File: src/rtl/sdram_pt_pkg.sv
package sdram_pt_pkg;
  localparam int BANK_W = 2;
  localparam int NBANK  = 4;

  typedef enum logic [1:0] {
    CMD_PRE = 2'd0,
    CMD_ACT = 2'd1,
    CMD_RD  = 2'd2,
    CMD_WR  = 2'd3
  } sd_cmd_e;

  typedef enum logic [1:0] {
    ST_IDLE = 2'd0,
    ST_PRE  = 2'd1,
    ST_ACT  = 2'd2,
    ST_RW   = 2'd3
  } seq_state_e;
endpackage

File: src/rtl/sdram_pt_decode.sv
module sdram_pt_decode
  import sdram_pt_pkg::*;
#(
  parameter int ADDR_W = 24,
  parameter int COL_W  = 8,
  parameter int ROW_W  = 12,
  parameter int POS_W  = 5
) (
  input  logic [ADDR_W-1:0] addr,
  input  logic [POS_W-1:0]  pos,
  output logic [COL_W-1:0]  col,
  output logic [ROW_W-1:0]  row,
  output logic [BANK_W-1:0] bank
);
  logic [ADDR_W-1:0] shifted;

  always_comb begin
    shifted = addr >> pos;
    bank    = shifted[BANK_W-1:0];
    col     = addr[COL_W-1:0];
    row     = addr[COL_W +: ROW_W];
  end
endmodule

File: src/rtl/sdram_pt_pagetable.sv
module sdram_pt_pagetable
  import sdram_pt_pkg::*;
#(
  parameter int ROW_W = 12
) (
  input  logic              clk,
  input  logic              rst,
  input  logic              clr_all,
  input  logic [BANK_W-1:0] lk_bank,
  input  logic [ROW_W-1:0]  lk_row,
  output logic              lk_open,
  output logic              lk_match,
  input  logic              wr_en,
  input  logic [BANK_W-1:0] wr_bank,
  input  logic [ROW_W-1:0]  wr_row
);
  logic [ROW_W-1:0] page_q [NBANK];
  logic [NBANK-1:0] open_q;
  logic [NBANK-1:0] wr_sel;

  for (genvar g = 0; g < NBANK; g++) begin : g_sel
    assign wr_sel[g] = wr_en && (wr_bank == BANK_W'(g));
  end

  always_ff @(posedge clk) begin
    if (rst) begin
      open_q <= '0;
    end else begin
      for (int b = 0; b < NBANK; b++) begin
        if (wr_sel[b])    open_q[b] <= 1'b1;
        else if (clr_all) open_q[b] <= 1'b0;
      end
    end
  end

  always_ff @(posedge clk) begin
    for (int b = 0; b < NBANK; b++) begin
      if (wr_sel[b]) page_q[b] <= wr_row;
    end
  end

  always_comb begin
    lk_open  = open_q[lk_bank] && !clr_all;
    lk_match = (page_q[lk_bank] == lk_row);
  end
endmodule

File: src/rtl/sdram_pt_seq.sv
module sdram_pt_seq
  import sdram_pt_pkg::*;
#(
  parameter int COL_W = 8,
  parameter int ROW_W = 12
) (
  input  logic              clk,
  input  logic              rst,
  input  logic              start,
  input  logic              start_bad,
  input  logic              start_hit,
  input  logic              start_open,
  input  logic [BANK_W-1:0] start_bank,
  input  logic [ROW_W-1:0]  start_row,
  input  logic [COL_W-1:0]  start_col,
  input  logic              start_wr,
  output logic              idle,
  output logic              cmd_valid,
  input  logic              cmd_ready,
  output logic [1:0]        cmd_code,
  output logic [BANK_W-1:0] cmd_bank,
  output logic [ROW_W-1:0]  cmd_addr,
  output logic              hit,
  output logic              miss,
  output logic              bad_bank
);
  seq_state_e        state_q;
  logic [BANK_W-1:0] bank_q;
  logic [ROW_W-1:0]  row_q;
  logic [COL_W-1:0]  col_q;
  logic              wr_q;
  logic              fire;

  assign fire = cmd_valid && cmd_ready;

  always_ff @(posedge clk) begin
    if (rst) begin
      state_q  <= ST_IDLE;
      hit      <= 1'b0;
      miss     <= 1'b0;
      bad_bank <= 1'b0;
      bank_q   <= '0;
      row_q    <= '0;
      col_q    <= '0;
      wr_q     <= 1'b0;
    end else begin
      hit      <= 1'b0;
      miss     <= 1'b0;
      bad_bank <= 1'b0;
      if (state_q == ST_IDLE) begin
        if (start) begin
          bank_q <= start_bank;
          row_q  <= start_row;
          col_q  <= start_col;
          wr_q   <= start_wr;
          if (start_bad) begin
            bad_bank <= 1'b1;
          end else if (start_hit) begin
            hit     <= 1'b1;
            state_q <= ST_RW;
          end else begin
            miss    <= 1'b1;
            state_q <= start_open ? ST_PRE : ST_ACT;
          end
        end
      end else if (fire) begin
        unique case (state_q)
          ST_PRE:  state_q <= ST_ACT;
          ST_ACT:  state_q <= ST_RW;
          default: state_q <= ST_IDLE;
        endcase
      end
    end
  end

  always_comb begin
    idle      = (state_q == ST_IDLE);
    cmd_valid = !idle;
    cmd_bank  = bank_q;
    unique case (state_q)
      ST_PRE: begin
        cmd_code = CMD_PRE;
        cmd_addr = '0;
      end
      ST_ACT: begin
        cmd_code = CMD_ACT;
        cmd_addr = row_q;
      end
      ST_RW: begin
        cmd_code = wr_q ? CMD_WR : CMD_RD;
        cmd_addr = ROW_W'(col_q);
      end
      default: begin
        cmd_code = CMD_PRE;
        cmd_addr = '0;
      end
    endcase
  end
endmodule

File: src/rtl/sdram_page_tracker.sv
module sdram_page_tracker
  import sdram_pt_pkg::*;
#(
  parameter int ADDR_W = 24,
  parameter int COL_W  = 8,
  parameter int ROW_W  = 12,
  parameter int POS_W  = $clog2(ADDR_W)
) (
  input  logic              clk,
  input  logic              rst,
  input  logic              four_bank,
  input  logic [POS_W-1:0]  bank_pos,
  input  logic              pre_all,
  input  logic              acc_valid,
  output logic              acc_ready,
  input  logic [ADDR_W-1:0] acc_addr,
  input  logic              acc_write,
  output logic              cmd_valid,
  input  logic              cmd_ready,
  output logic [1:0]        cmd_code,
  output logic [1:0]        cmd_bank,
  output logic [ROW_W-1:0]  cmd_addr,
  output logic              hit,
  output logic              miss,
  output logic              bad_bank
);
  logic [COL_W-1:0]  dec_col;
  logic [ROW_W-1:0]  dec_row;
  logic [BANK_W-1:0] dec_bank;
  logic              lk_open, lk_match;
  logic              accept, is_bad, is_hit;

  sdram_pt_decode #(
    .ADDR_W(ADDR_W), .COL_W(COL_W), .ROW_W(ROW_W), .POS_W(POS_W)
  ) u_dec (
    .addr(acc_addr), .pos(bank_pos),
    .col(dec_col), .row(dec_row), .bank(dec_bank)
  );

  always_comb begin
    accept = acc_valid && acc_ready;
    is_bad = !four_bank && dec_bank[1];
    is_hit = lk_open && lk_match;
  end

  sdram_pt_pagetable #(.ROW_W(ROW_W)) u_tab (
    .clk(clk), .rst(rst), .clr_all(pre_all),
    .lk_bank(dec_bank), .lk_row(dec_row),
    .lk_open(lk_open), .lk_match(lk_match),
    .wr_en(accept && !is_bad && !is_hit),
    .wr_bank(dec_bank), .wr_row(dec_row)
  );

  sdram_pt_seq #(.COL_W(COL_W), .ROW_W(ROW_W)) u_seq (
    .clk(clk), .rst(rst),
    .start(accept), .start_bad(is_bad), .start_hit(is_hit),
    .start_open(lk_open), .start_bank(dec_bank), .start_row(dec_row),
    .start_col(dec_col), .start_wr(acc_write),
    .idle(acc_ready),
    .cmd_valid(cmd_valid), .cmd_ready(cmd_ready),
    .cmd_code(cmd_code), .cmd_bank(cmd_bank), .cmd_addr(cmd_addr),
    .hit(hit), .miss(miss), .bad_bank(bad_bank)
  );
endmodule

File: config.mk
export PLATFORM = sky130hd
export DESIGN_NAME = sdram_page_tracker
export DESIGN_NICKNAME = d
export VERILOG_FILES = /design/src/rtl/sdram_pt_pkg.sv /design/src/rtl/sdram_pt_decode.sv /design/src/rtl/sdram_pt_pagetable.sv /design/src/rtl/sdram_pt_seq.sv /design/src/rtl/sdram_page_tracker.sv
export SDC_FILE = /design/constraint.sdc
export NUM_CORES = 1
export LEC_CHECK = 0
export ABC_AREA = 1
export BUFFER_PORTS_ARGS = -buffer_cell sky130_fd_sc_hd__buf_4
export CAP_MARGIN = 20
export CORE_MARGIN = 2
export CORE_UTILIZATION = 55
export DETAILED_ROUTE_END_ITERATION = 6
export MAX_ROUTING_LAYER = met4
export PLACE_DENSITY_LB_ADDON = 0.12
export SYNTH_ARGS = -nofsm -noshare
export SYNTH_HDL_FRONTEND = slang
export SYNTH_SLANG_ARGS = --single-unit
export TNS_END_PERCENT = 5
File: constraint.sdc
create_clock -name clk -period 2.7 [get_ports clk]
set_input_delay 0.135 -clock clk [delete_from_list [all_inputs] [get_ports clk]]
set_output_delay 0.135 -clock clk [all_outputs]
set_load 0.05 [all_outputs]
==> flow_metrics.py <==
metrics = {
    "critical_path": {
        "cp.arrival_ps": 2760,
        "path_delay_family": "simple AND/OR/NAND/NOR gates",
        "critPathBufInv": 6,
        "slowest_stage": "dlygate4sd3_1",
        "reg2reg_from": "u_seq.state_q[0]",
        "cp-startpoint": "acc_addr[19]",
        "endpoint_kind": "flop",
        "r2r_setup_slack_ps": 690,
        "r2r_cells": 7,
        "slowest_delay_ps": 570,
        "required_ps": 2830,
        "crit_end": "u_tab.page_q[0][1]",
        "critical_path.max_fanout": 7,
        "crit_cells": 21,
        "crit_path_frequent_cell": "nand2_1",
        "path_class": "primary input to flop",
        "cp-start-kind": "primary input",
        "r2r_end": "u_tab.page_q[1][4]",
        "worstPathCellList": "dlygate4sd3_1 > buf_6 > o21ai_4 > nand3_2 > nand4_4 > nand2_8 > buf_4 > buf_4 > nand2_1 > nand2_1 > nand2_1 > nand2_1 > nand2_1 > nand2_1 > nor2_1 > nand2_2 > nor2_4 > nand3_4 > nand3_4 > inv_4 > clkbuf_16",
    },
    "global_route": {
        "grt_pass1_vias": 3353,
        "antenna_found_initial": 0,
        "grtUsageTotal_pct": 26.40,
        "busiest_layer": "met2",
        "globalRouteOverflowTotal": 0,
        "grt_pass1_wl_mm": 16.53,
        "grt_util_met2_pct": 41.35,
        "grt_max_degree": 26,
        "grt_util_met1_pct": 34.14,
        "grt_use_met3_pct": 5.532,
    },
    "clocking": {
        "cts_tree": "yes",
        "cts-root-buf": "clkbuf_8",
        "clk_latency_ps": 360,
        "path_clk_slew_ps": 90,
        "numCtsBuffers": 9,
        "ctsHtreeMaxLevel": 3,
        "clock_sinks": 80,
        "clock_path_buffers": 2,
    },
    "yosys": {
        "synth_xor_area_share_pct": 0,
        "ys_async_sr_fraction_pct": 0,
        "synth_warnings": 0,
        "synth_simple_gate_area_share_pct": 27.55,
        "synth_top_family_by_area": "simple AND/OR/NAND/NOR gates",
        "synth_edf_count": 48,
        "synth_cell_types": 31,
        "synth-seq-cells": 80,
        "synthMuxAreaShare_pct": 0,
        "yosysSeqAreaShare_pct": 51.06,
        "synthFlopType": "edfxtp_1",
        "synth_fa_ha_area_share_pct": 0.9205,
        "synth_compound_area_share_pct": 11.72,
        "avgSynthCellArea_sq_um": 8.271,
        "syn_area_sq_mm": 0.004078,
        "syn_inst": 493,
        "synth_nets": 532,
    },
    "route": {
        "firstDrtPassIters": 7,
        "drc_errors": 0,
        "totalWireLength_mm": 10.62,
        "antenna_left": 0,
        "routedWlPerCell_um": 15.71,
        "vias_per_cell": 5.379,
        "vias": 3636,
        "drt_iter0_drc": 264,
    },
    "sta": {
        "period_needed_ps": 2632,
        "fmax_mhz": 379.9,
        "finalClockSkew_ps": 11.14,
        "slew_viol_final": 0,
        "finalSetupTns_ps": 0,
        "finalHoldViolCount": 0,
        "slew_headroom_pct": 58.06,
        "setup-violations-final": 0,
        "worst_pin_slew_ps": 628.4,
        "fin_crit_sh_pct": 97.49,
    },
    "place": {
        "post-place-cells": 639,
        "place_congestion": 0.8843,
        "placed_cell_area_sq_mm": 0.004612,
        "dpl.hpwl_mm": 7.099,
        "portBuffers": 56,
    },
    "floorplanning": {
        "rows": 31,
        "io_pins": 57,
        "core_sq_mm": 0.007214,
        "fp.dieW_um": 90.11,
        "dieArea_sq_mm": 0.008119,
        "start_util_pct": 56.52,
        "die_y_um": 90.11,
    },
    "min_path": {
        "hp-class": "primary input to flop",
    },
    "job": {
        "maxCapViolations": 0,
    },
    "pwr": {
        "max-vdd-ir-drop_mv": 0.3429,
        "power_density_mw_per_mm2": 729.1,
        "power.total_mw": 3.716,
        "power.leakage_nw": 2.358,
    },
    "outcome": {
        "status": "completed",
    },
    "final_layout": {
        "diodes": 0,
        "fin_area_sq_mm": 0.005096,
        "layout.nets": 611,
        "final_cells": 676,
        "syn_to_final_growth_pct": 24.98,
        "drive_gt1_share_pct": 22.18,
        "postLayoutCoreUtil_pct": 70.64,
    },
}
## metrics by stage
step,hold slack (ps),worst slack (ps)
after floorplan,214.3,356.1
after global placement,341.2,63.32
after detailed placement,347.9,16.84
after CTS,2.708,5.389
after global routing,1.062,-43.70
final,7.882,67.77
## layout make-up
cell class              instances  area [sq um]
clock buffers                   9         123.9
repair buffers                 90         809.5
fillers                       616          2118
flip-flops and latches         80          2082
inverters                      51         201.4
clock inverters                 7         62.56
multi-input cells             340          1693
well taps                      99         123.9
## state kept, by name, summed over array words and instances, names as in the netlist
| register | count |
|---|---|
| u_seq.bad_bank | 1 |
| u_seq.cmd_bank | 2 |
| u_seq.col_q | 8 |
| u_seq.hit | 1 |
| u_seq.miss | 1 |
| u_seq.row_q | 12 |
| u_seq.state_q | 2 |
| u_seq.wr_q | 1 |
| u_tab.open_q | 4 |
| u_tab.page_q | 48 |
## metal layers
metal / wire length (um) / up-vias
met2: 5090 / 135
met3: 726 / 26
met1: 4567 / 1681
met4: 236 / 0
li1: - / 1794
met5: 0 / -
## placed cells by master (no fill, tap or decap), types with 2 or more instances in the layout
master / Yosys / final
nand2_1: 157 / 155
buf_4: 4 / 70
nand3_1: 54 / 53
edfxtp_1: 48 / 48
inv_1: 47 / 43
a21oi_1: 37 / 37
o21ai_0: 35 / 35
dfxtp_1: 32 / 32
nor2_1: 19 / 19
clkbuf_8: 0 / 9
a22o_1: 7 / 7
dlygate4sd3_1: 0 / 7
nand3_2: 5 / 5
buf_6: 8 / 5
inv_2: 4 / 4
inv_4: 0 / 4
buf_12: 0 / 4
nand2_2: 1 / 3
ha_1: 3 / 3
inv_6: 0 / 3
a21oi_2: 2 / 2
o21ai_1: 3 / 2
o211ai_1: 2 / 2
nand2_8: 1 / 2
nor2_4: 1 / 2
nor2_2: 3 / 2
nor3_1: 2 / 2
nand3_4: 1 / 2
clkinv_4: 0 / 2
clkbuf_16: 0 / 2
## how the worst min path moves through the flow
stage,startpoint,end,slack [ps],cells past startpoint
final,acc_addr[15],u_tab.page_q[3][7],8,1
after global placement,four_bank,u_seq.bad_bank,340,2
after floorplan,four_bank,u_seq.bad_bank,210,1
after global routing,acc_addr[15],u_tab.page_q[2][7],1,1
after CTS,acc_addr[15],u_tab.page_q[3][7],3,1
after detailed placement,four_bank,u_seq.bad_bank,350,2
## worst reg2reg max path, delay by kind of cell (launching register included)
kind                       cells  cell delay [ps]
adders and majority gates      1              220
DFF                            1              320
buffers and inverters          3              350
and+or+nand+nor                3              820
## cells in the mapped netlist, types with 2 or more instances
library cell / instances / area share (%)
nand3_1: 54 / 6.6
inv_1: 47 / 4.3
nor2_1: 19 / 1.7
buf_2: 3 / 0.37
dfxtp_1: 32 / 16
buf_4: 4 / 0.74
a21oi_2: 2 / 0.43
o21ai_1: 3 / 0.37
o211ai_1: 2 / 0.37
nor2_2: 3 / 0.46
inv_2: 4 / 0.37
buf_6: 8 / 2.2
a22o_1: 7 / 1.5
a21oi_1: 37 / 4.5
nand3_2: 5 / 1.2
ha_1: 3 / 0.92
clkbuf_1: 8 / 0.74
o21ai_0: 35 / 4.3
nand2_1: 157 / 14
nor3_1: 2 / 0.25
edfxtp_1: 48 / 35
## what timing repair did
| action | in CTS | in global routing |
|---|---|---|
| hold endpoints to repair | 10 | 0 |
| setup buffers | 0 | 10 |
| gates resized for setup | 0 | 27 |
| hold buffers | 8 | 0 |
| endpoints found under the setup margin | 0 | 48 |
## cells by family (layout without fill, tap and decap cells)
family	Yosys count	count (layout)
DFF	80	80
and+or+nand+nor	249	250
AOI/OAI and AO/OA	87	87
buffers and inverters	74	157
adders and majority gates	3	3
## power breakdown
group | internal, mW | leakage, nW | switching [mW]
Clock | 0.353 | 0.0927 | 0.500
Sequential | 1.48 | 0.700 | 0.0767
Combinational | 0.440 | 1.56 | 0.868
Total | 2.27 | 2.36 | 1.45
No activity file was read; power rests on OpenSTA's default activity.
